[src/rtl/spidreq_pkg.sv]
package spidreq_pkg;
  // Comparison sense of one request unit
  typedef enum logic {
    CMP_AT_OR_BELOW = 1'b0,  // drain-side: fill <= level
    CMP_ABOVE       = 1'b1   // fill-side: fill >= level + 1
  } cmp_mode_e;

  localparam int unsigned BURST_W = 4;
endpackage

[src/rtl/spidreq_rst_sync.sv]
module spidreq_rst_sync (
  input  logic clk,
  input  logic rst_n,
  output logic rst_n_sync
);
  logic [1:0] stage_q;

  always_ff @(posedge clk or negedge rst_n) begin
    if (!rst_n) begin
      stage_q <= 2'b00;
    end else begin
      stage_q <= {stage_q[0], 1'b1};
    end
  end

  assign rst_n_sync = stage_q[1];
endmodule

[src/rtl/spidreq_unit.sv]
module spidreq_unit
  import spidreq_pkg::*;
#(
  parameter int unsigned LW   = 4,
  parameter cmp_mode_e   MODE = CMP_AT_OR_BELOW
) (
  input  logic          clk,
  input  logic          rst_n,
  input  logic          ctl_en,
  input  logic          dir_en,
  input  logic [LW-1:0] fill,
  input  logic [LW-1:0] level,
  input  logic          ack,
  output logic          req_q
);
  logic hit;
  logic req_d;
  logic req_ce;

  generate
    if (MODE == CMP_AT_OR_BELOW) begin : g_drain
      assign hit = (fill <= level);
    end else begin : g_fill
      // fill >= level + 1 without overflow
      assign hit = ({1'b0, fill} >= ({1'b0, level} + {{LW{1'b0}}, 1'b1}));
    end
  endgenerate

  always_comb begin
    req_ce = 1'b1;
    req_d  = ctl_en && dir_en && hit && !ack;
  end

  always_ff @(posedge clk or negedge rst_n) begin
    if (!rst_n) begin
      req_q <= 1'b0;
    end else if (req_ce) begin
      req_q <= req_d;
    end
  end

  AST_ACK_DROPS: assert property (@(posedge clk) disable iff (!rst_n)
    ack |=> !req_q);

  AST_DIR_GATES: assert property (@(posedge clk) disable iff (!rst_n)
    !dir_en |=> !req_q);

  AST_CTL_GATES: assert property (@(posedge clk) disable iff (!rst_n)
    !ctl_en |=> !req_q);

  AST_LEVEL_HELD: assert property (@(posedge clk) disable iff (!rst_n)
    $rose(req_q) |-> $past(dir_en && ctl_en));
endmodule

[src/rtl/spidreq_burst_pick.sv]
module spidreq_burst_pick
  import spidreq_pkg::*;
#(
  parameter int unsigned CW = 16
) (
  input  logic [CW-1:0]      frame_cnt,
  output logic [BURST_W-1:0] burst_len
);
  always_comb begin
    if (frame_cnt[0])      burst_len = 4'd1;
    else if (frame_cnt[1]) burst_len = 4'd2;
    else if (frame_cnt[2]) burst_len = 4'd4;
    else                   burst_len = 4'd8;
  end

  always_comb begin
    AST_BURST_ONEHOT: assert ($countones(burst_len) == 1);
  end
endmodule

[src/rtl/spi_dma_req_gen.sv]
module spi_dma_req_gen
  import spidreq_pkg::*;
#(
  parameter int unsigned DEPTH = 8,
  parameter int unsigned CW    = 16,
  parameter int unsigned LW    = $clog2(DEPTH) + 1
) (
  input  logic                clk,
  input  logic                rst_n,
  input  logic                ctl_en,
  input  logic [1:0]          dma_ctl,
  input  logic [LW-1:0]       tx_level,
  input  logic [LW-1:0]       rx_level,
  input  logic [LW-1:0]       tx_fill,
  input  logic [LW-1:0]       rx_fill,
  input  logic                tx_ack,
  input  logic                rx_ack,
  input  logic [CW-1:0]       frame_cnt,
  output logic                tx_req,
  output logic                rx_req,
  output logic [BURST_W-1:0]  rx_burst_len,
  output logic [LW-1:0]       tx_burst_len
);
  localparam int unsigned RX_BIT   = 0;
  localparam int unsigned TX_BIT   = 1;
  localparam int unsigned TX_BURST = DEPTH / 4;

  logic rst_n_s;
  logic tx_req_q;
  logic rx_req_q;

  spidreq_rst_sync u_rst (
    .clk        (clk),
    .rst_n      (rst_n),
    .rst_n_sync (rst_n_s)
  );

  spidreq_unit #(.LW(LW), .MODE(CMP_AT_OR_BELOW)) u_tx (
    .clk    (clk),
    .rst_n  (rst_n_s),
    .ctl_en (ctl_en),
    .dir_en (dma_ctl[TX_BIT]),
    .fill   (tx_fill),
    .level  (tx_level),
    .ack    (tx_ack),
    .req_q  (tx_req_q)
  );

  spidreq_unit #(.LW(LW), .MODE(CMP_ABOVE)) u_rx (
    .clk    (clk),
    .rst_n  (rst_n_s),
    .ctl_en (ctl_en),
    .dir_en (dma_ctl[RX_BIT]),
    .fill   (rx_fill),
    .level  (rx_level),
    .ack    (rx_ack),
    .req_q  (rx_req_q)
  );

  spidreq_burst_pick #(.CW(CW)) u_burst (
    .frame_cnt (frame_cnt),
    .burst_len (rx_burst_len)
  );

  assign tx_req       = tx_req_q && ctl_en;
  assign rx_req       = rx_req_q && ctl_en;
  assign tx_burst_len = LW'(TX_BURST);

  AST_RESET_QUIET: assert property (@(posedge clk)
    !rst_n_s |=> !(tx_req_q || rx_req_q));

  AST_TX_ACK_ISOLATED: assert property (@(posedge clk) disable iff (!rst_n_s)
    (rx_ack && !tx_ack && ctl_en && dma_ctl[TX_BIT] && (tx_fill <= tx_level)) |=> tx_req_q);
endmodule

[config.mk]
export PLATFORM = sky130hd
export DESIGN_NAME = spi_dma_req_gen
export DESIGN_NICKNAME = d
export VERILOG_FILES = /design/src/rtl/spidreq_pkg.sv /design/src/rtl/spidreq_rst_sync.sv /design/src/rtl/spidreq_unit.sv /design/src/rtl/spidreq_burst_pick.sv /design/src/rtl/spi_dma_req_gen.sv
export SDC_FILE = /design/constraint.sdc
export NUM_CORES = 1
export LEC_CHECK = 0
export ABC_AREA = 1
export BUFFER_PORTS_ARGS = -buffer_cell sky130_fd_sc_hd__buf_2
export CORE_MARGIN = 2
export CORE_UTILIZATION = 33
export CTS_BUF_LIST = sky130_fd_sc_hd__clkbuf_16
export CTS_CLUSTER_SIZE = 25
export DETAILED_ROUTE_END_ITERATION = 12
export PLACE_DENSITY = 0.88
export SYNTH_ARGS = -nofsm -noshare
export SYNTH_HDL_FRONTEND = slang
export SYNTH_SLANG_ARGS = --single-unit
[constraint.sdc]
create_clock -name clk -period 0.8 [get_ports clk]
set_clock_uncertainty 0.2 [all_clocks]
set_input_delay 0 -clock clk [delete_from_list [all_inputs] [get_ports clk]]
set_output_delay 0 -clock clk [all_outputs]
set_load 0.005 [all_outputs]
* After elaboration in Yosys (flattened, before gate mapping)
Index checks and enable logic that the tools add are counted.
** Word-level totals
- Flip-flop bits (word level) :: 4
- Output and inout port bits :: 10
- Word-level logic and storage cells :: 19
** Operators by class
- Add/sub/neg operators :: 1
- Magnitude comparators :: 2
- Muxes and demuxes :: 3
- Reductions and logical operators :: 10
** Operators by type and width (count)
- 4-bit 2-to-1 mux :: 3
- 1-bit logical AND :: 8
- 4-bit by 1-bit adder with 5-bit output, second input constant :: 1
- 4-bit by 5-bit >= comparator with 1-bit output :: 1
- 4-bit less-or-equal comparator :: 1
- 1-bit zero test :: 2

* Depth between registers and ports, before layout
Gate-level depths: netlist of run 1.
- Word-level depth :: 4
- Gate-level depth with buffers :: 9

* Modules after synthesis
Synthesis of run 1 repeated with hierarchy kept, for this count alone.
** Unflattened totals
- Cell total of the unflattened synthesis :: 67
- Area, all modules :: 465.4 sq um
** Modules (own cells, without submodules)
- spidreq_unit (u_rx) :: instances 1, cells an instance 25, area an instance 180.2 sq um, seq. area each 25.0 sq um
- spidreq_unit (u_tx) :: instances 1, cells an instance 21, area an instance 142.6 sq um, seq. area each 25.0 sq um
- spidreq_rst_sync :: instances 1, cells an instance 3, area an instance 53.8 sq um, seq. area each 50.0 sq um
- spi_dma_req_gen :: instances 1, cells an instance 10, area an instance 52.6 sq um, seq. area each 0.0 sq um
- spidreq_burst_pick :: instances 1, cells an instance 8, area an instance 36.3 sq um, seq. area each 0.0 sq um

* Least setup slack after synthesis of run 1
OpenSTA, ideal clock, no wires.
- Kind :: input to register
- Start point :: input rx_level[0]
- End point :: register u_rx.req_q
- Setup time :: 0.118 ns
- Arrival time :: 0.895 ns
- Setup slack :: -0.413 ns
- Cell stages on the path :: 7
- Buffers on the path :: 0
- Cells stage by stage :: ha_1 -> xnor2_1 -> ha_1 -> a21oi_1 -> nand2_1 -> nand2_1 -> a21oi_2
** On the way
- Word-level cells in the longest chain between the ends :: 4
** Ends and longest elaborated chain
- start: declaration :: line spi_dma_req_gen.sv:13 : input logic [LW-1:0] rx_level,
- 4-bit by 1-bit adder with 5-bit output :: line spidreq_unit.sv:25 : assign hit = ({1'b0, fill} >= ({1'b0, level} + {{LW{1'b0}}, 1'b1}));
- 4-bit by 5-bit >= comparator with 1-bit output :: line spidreq_unit.sv:25
- 1-bit logical AND (2 in series) :: line spidreq_unit.sv:31 : req_d = ctl_en && dir_en && hit && !ack;
- net u_rx.req_d :: line spidreq_unit.sv:17 : logic req_d;
- end signal: assignment :: line spidreq_unit.sv:38 : req_q <= req_d;
- end: declaration :: line spidreq_unit.sv:14 : output logic req_q
The timed path passes the listed nets, and every way through them passes these cells.

* Worst setup path in the final report of run 1
Same ends and word-level chain as after synthesis.

==> flow_summary.yaml, run 1 <==
logic_synthesis:
  yosysSeqAreaShare_pct: 22.1
  synth_warnings: 0
  yosys_register_bits: 4
  syn_area_sq_um: 453
  synth_area_per_cell_sq_um: 7.08
  netlist_instances: 64
  ys_types: 15
worst_setup_path:
  timing.rr.start: "u_rst.stage_q[0]"
  reg2regPathDepth: 0
  reg2reg_setup_slack_ps: 130
  worst_r2r_endpoint: "u_rst.stage_q[1]"
  critPathLaunchType: "primary input"
  endpoint_kind: "flip-flop"
  worstPathRequired_ps: 710
  worst_ep_arrival_time_ps: 1040
  crit_type: "in2reg"
  path_max_fanout: 3
cells_and_area:
  n_fill_cell: 103
  utilization_pct: 63.6
  syn_to_final_growth_pct: 80.4
  drive_gt1_share_pct: 49.5
  final_cells: 112
  antenna_cells: 0
  nNetsFinal: 147
timing:
  setup_violations: 3
  holdWs_ps: -178
  layout_setup_ws_ps: -325
  min_period_over_period_pct: 141
  fmax_mhz: 889
  slew_viol_final: 0
  min_period_ps: 1120
  fin_setup_tns_ps: -655
  hold_viol_final: 6
  rsz0062_at_grt: "true"
clock_network:
  cts.sinks: 4
  cts_tree: "done"
  clk_latency_ps: 230
  clk_pin_slew_ps: 30
  root_buffer: "clkbuf_16"
  holdBufCountCts: 1
  post_cts_buffers: 0
  cts_buffer_depth: 2
  h-tree-depth: 1
  numCtsBuffers: 3
detailed_routing:
  via_per_inst: 4.36
  drt-initial-drc-count: 2
  dr.pass1.iters: 4
  wirelength_um: 1250
  antenna_left: 0
  vias: 488
  drc_errors: 0
  wl_per_cell_um: 11.2
place:
  place_hpwl_um: 961
  io_buffers: 31
  place.gp.congestion: 0.738
  dp_cells: 108
job:
  cap_violations: 0
global_route:
  grt_max_degree: 5
  grt_pass1_wl_um: 1860
  grt_pass1_vias: 514
  grt_antenna_before_repair: 0
  grt-ovfl-total: 0
  track_usage_pct: 17.5
floorplanning:
  die_h_um: 41.0
  ioPinCount: 49
  core_area_sq_um: 1280
  row_count: 13
  die_x_um: 41.0
  die_area_sq_um: 1680
  start_util_pct: 35.2
status:
  status: "finished, violations left"
  violations: "hold timing, setup timing"
worst_hold_path:
  min_path_type: "reg2async"
pwr:
  power_leakage_nw: 0.469
  p_per_area_nw_per_um2: 1600
  ir_worst_vdd_uv: 1030
-- metal layers --
metal / up-vias / track usage [%] / routed length (um) / part of all wire [%]
met5: - / 0 / 0 / 0
met4: 0 / 7.50 / 21 / 1.7
met3: 2 / 6.52 / 88 / 7.0
met2: 22 / 33.2 / 720 / 57
met1: 214 / 16.3 / 422 / 34
li1: 250 / - / - / -
-- worst max-delay path by stage --
| stage | end | start | slack (ps) | cells past startpoint |
|---|---|---|---|---|
| after floorplan | u_rx.req_q | rx_level[0] | -350 | 9 |
| after global placement | u_rx.req_q | rx_level[0] | -510 | 8 |
| after detailed placement | u_rx.req_q | rx_level[0] | -560 | 10 |
| after CTS | u_rx.req_q | rx_level[1] | -310 | 10 |
| after global routing | u_rx.req_q | rx_level[1] | -380 | 10 |
| final | u_rx.req_q | rx_level[0] | -320 | 8 |
-- cells in the mapped netlist --
cell / instances / area, sq um
inv_1: 17 / 63.8
nand2_1: 13 / 48.8
ha_1: 9 / 113
buf_4: 5 / 37.5
dfrtp_1: 4 / 100
a21oi_1: 3 / 15.0
nand3_1: 3 / 15.0
conb_1: 2 / 7.51
nor2_1: 2 / 7.51
a21oi_2: 1 / 8.76
nand3b_1: 1 / 7.51
nand4_1: 1 / 6.26
nor3_1: 1 / 5.00
xnor2_1: 1 / 8.76
xor2_1: 1 / 8.76
-- power by group --
group	switching, mW	total [mW]	internal [mW]
Sequential	0.00352	0.216	0.213
Combinational	0.151	0.312	0.161
Clock	0.143	0.781	0.639
Total	0.298	1.31	1.01
-- logic make-up (layout without fill, tap and decap cells) --
family | count (synthesis) | count (layout) | synth area share [%]
simple gates | 21 | 21 | 19.9
buf+inv | 22 | 52 | 22.4
compound gates | 4 | 4 | 5.25
other cells | 2 | 5 | 1.66
fa+ha+maj | 9 | 9 | 24.9
flops | 4 | 4 | 22.1
xor+xnor | 2 | 2 | 3.87
-- stage by stage --
step           area, sq um  setup slack (ps)  total power [mW]
2_1_floorplan          532              -350             0.373
3_3_place_gp           668              -513             0.463
3_5_place_dp           668              -558             0.484
4_1_cts                779              -307              1.29
5_1_grt                817              -377              1.37
6_report               817              -325              1.31
-- placed cells by master (no fill, tap or decap) --
cell type	netlist	layout
a21oi_1	3	2
a21oi_2	1	2
buf_2	0	26
buf_4	5	1
buf_6	0	2
buf_8	0	2
clkbuf_16	0	3
conb_1	2	5
dfrtp_1	4	4
dlygate4sd3_1	0	1
ha_1	9	4
ha_4	0	5
inv_1	17	12
inv_2	0	2
inv_4	0	1
inv_8	0	2
nand2_1	13	13
nand3_1	3	2
nand3_2	0	1
nand3b_1	1	1
nand4_1	1	1
nor2_1	2	2
nor3_1	1	1
xnor2_2	0	1
xor2_1	1	1
-- timing repair --
item                                    in CTS  in global routing
resized for setup                            7                 10
endpoints found under the setup margin       4                  4
pin swaps                                    7                  6
hold endpoints to repair                     6                  6
-- registers in the layout (all words and copies together) (netlist names) --
register	cells
u_rst.stage_q	2
u_rx.req_q	1
u_tx.req_q	1
-- critical path, stage by stage --
cell     delay [ps]
buf_8           100
ha_4            160
xnor2_2         120
ha_1            310
a21oi_1         140
nand2_1          70
nand2_1          80
a21oi_2          50
-- cell type report --
class	count	area [sq um]	share of cell area, %
multi-input cells	41	342	41.8
repair buffers	32	200	24.5
flip-flops and latches	4	100	12.3
inverters	17	81.3	9.95
clock buffers	3	75.1	9.19
well taps	15	18.8	2.30
No activity file was read; power rests on OpenSTA's default activity.
==> run 2: changes to the inputs <==
CELL_PAD_IN_SITES_DETAIL_PLACEMENT = 0   (was not set)
CELL_PAD_IN_SITES_GLOBAL_PLACEMENT = 1   (was not set)
CORE_UTILIZATION = 20   (was 33)
PLACE_DENSITY = 0.87   (was 0.88)
==> run 2 against run 1 <==
Compared with the run above: the run still ends with hold timing, setup timing left; register-to-register slack barely moved; first-iteration DRC count fell by 50%; hold slack got worse by 1.8 ps; setup slack improved by 27 ps; cell area rose by 0.61%; combinational power fell by 7.4%; routed wire length fell by 16%; clock power fell by 0.5%; count of clock-buffer cells in the layout did not move; maximum frequency rose by 2.4%; flip-flop and latch count did not move.
==> flow_summary.yaml, run 2 (same netlist as run 1, synthesis figures left out) <==
status:
  violations: "hold timing, setup timing"
  status: "finished, violations left"
cells_and_area:
  fin_area_sq_um: 822
  reg.largest.list: "u_rst.stage_q (2), u_rx.req_q (1), u_tx.req_q (1)"
  layout.cells.most_common: "buf_2"
  drive_gt1_share_pct: 47.5
  regArea_sq_um: 100
  n_fill_cell: 231
  final_cells: 127
  nNetsFinal: 149
  multi_input_area_sq_um: 329
  syn_to_final_growth_pct: 81.5
  antenna_cells: 0
  mostFrequentLayoutCells: "27 x buf_2, 14 x inv_1, 13 x nand2_1, 5 x ha_1, 5 x conb_1"
  largest_reg_flops: 2
  largest_register: "u_rst.stage_q"
detailed_routing:
  wirelength_um: 1050
  routed-wl-met3_um: 84
  via_per_inst: 3.81
  antenna_left: 0
  dr.pass1.iters: 4
  drc_errors: 0
  vias: 484
  drt-initial-drc-count: 1
  top_layer: "met4"
  wl_per_cell_um: 8.29
  wl_met1_um: 363
  met2WireLength_um: 571
timing:
  hold_viol_final: 6
  rsz0062_at_grt: "true"
  layout_setup_ws_ps: -298
  setup_violations: 3
  fin_setup_tns_ps: -624
  min_period_over_period_pct: 137
  fmax_mhz: 911
  holdWs_ps: -180
  min_period_ps: 1100
  slew_viol_final: 0
place:
  place_area_sq_um: 692
  place.gp.congestion: 0.674
  place_hpwl_um: 845
  io_buffers: 31
  dp_cells: 122
floorplanning:
  row_count: 17
  start_util_pct: 20.9
  die_x_um: 51.6
  die_area_sq_um: 2660
  core_area_sq_um: 2170
  ioPinCount: 49
  die_h_um: 51.6
pwr:
  p_per_area_nw_per_um2: 1560
  ir_worst_vdd_uv: 646
  power_leakage_nw: 0.477
worst_setup_path:
  worst_ep_arrival_time_ps: 1050
  critPathLaunchType: "primary input"
  endpoint_kind: "flip-flop"
  crit_type: "in2reg"
  worstPathRequired_ps: 750
  path_max_fanout: 2
global_route:
  grt_pass1_vias: 440
  grt-ovfl-total: 0
  track_usage_pct: 9.02
  grt_pass1_wl_um: 1620
  grt_max_degree: 5
  grt_antenna_before_repair: 0
clock_network:
  clk_pin_slew_ps: 30
  h-tree-depth: 1
  cts_tree: "done"
  numCtsBuffers: 3
  holdBufCountCts: 1
  root_buffer: "clkbuf_16"
  clk_latency_ps: 220
  cts_buffer_depth: 2
  cts.sinks: 4
worst_hold_path:
  min_path_type: "reg2async"
job:
  cap_violations: 0
[run 2: cell count changes in the layout (fill, tap and decap cells not counted)]
cell	delta
ha_4	-1
buf_6	-1
buf_2	+1
buf_8	-1
inv_1	+2
inv_2	-2
ha_1	+1
buf_4	+3
[run 2: path summary, 6_finish.rpt]
path | from | to | slack, ps | depth (start not counted)
hold reg to reg | u_rst.stage_q[1] | u_tx.req_q | -180 | 0
setup / recovery | rx_level[1] | u_rx.req_q | -300 | 10
setup reg to reg | u_rst.stage_q[0] | u_rst.stage_q[1] | 140 | 0
max in group asynchronous | rst_n | u_rst.stage_q[1] | 410 | 2
min in group clk | tx_ack | u_tx.req_q | -170 | 3
hold / removal | u_rst.stage_q[1] | u_tx.req_q | -180 | 0
[run 2: per-stage QoR]
step	util, %	power (mW)	setup WS (ps)
2_1_floorplan	-	0.373	-350
3_3_place_gp	31.9	0.468	-508
5_1_grt	37.9	1.35	-365
4_1_cts	37.3	1.30	-287
6_report	37.9	1.28	-298
3_5_place_dp	31.9	0.477	-539
[run 2: timing repair]
action / 4_1_cts / 5_1_grt
buffers inserted: 1 / 0
endpoints found under the setup margin: 3 / 4
endpoints found under the hold margin: 6 / 6
pin swaps: 7 / 1
resized for setup: 5 / 4
[run 2: routing by layer]
metal  track usage (%)  vias to the layer above
met5                 0                        -
met4              10.5                        0
met3              2.30                        4
met2              16.2                       24
met1              7.24                      201
li1                  -                      255
[run 2: worst max-delay path, stage by stage]
cell	delay [ps]
buf_8	100
ha_4	160
xnor2_2	130
ha_1	290
nand2_1	50
inv_1	40
nand2_1	40
nand2_1	60
nand2_1	60
a21oi_2	120
[run 2: final cells by class]
type / instances / area share (%)
multi-input combinational: 41 / 40.0
timing repair buffer: 34 / 24.5
sequential: 4 / 12.2
inverter: 17 / 9.89
clock buffer: 3 / 9.13
tap: 28 / 4.26
[run 2: power breakdown]
group	internal [mW]	switching, mW	leakage (nW)
registers	0.213	0.00314	0.0507
logic	0.153	0.136	0.389
clock network	0.638	0.139	0.0370
total	1.00	0.278	0.477
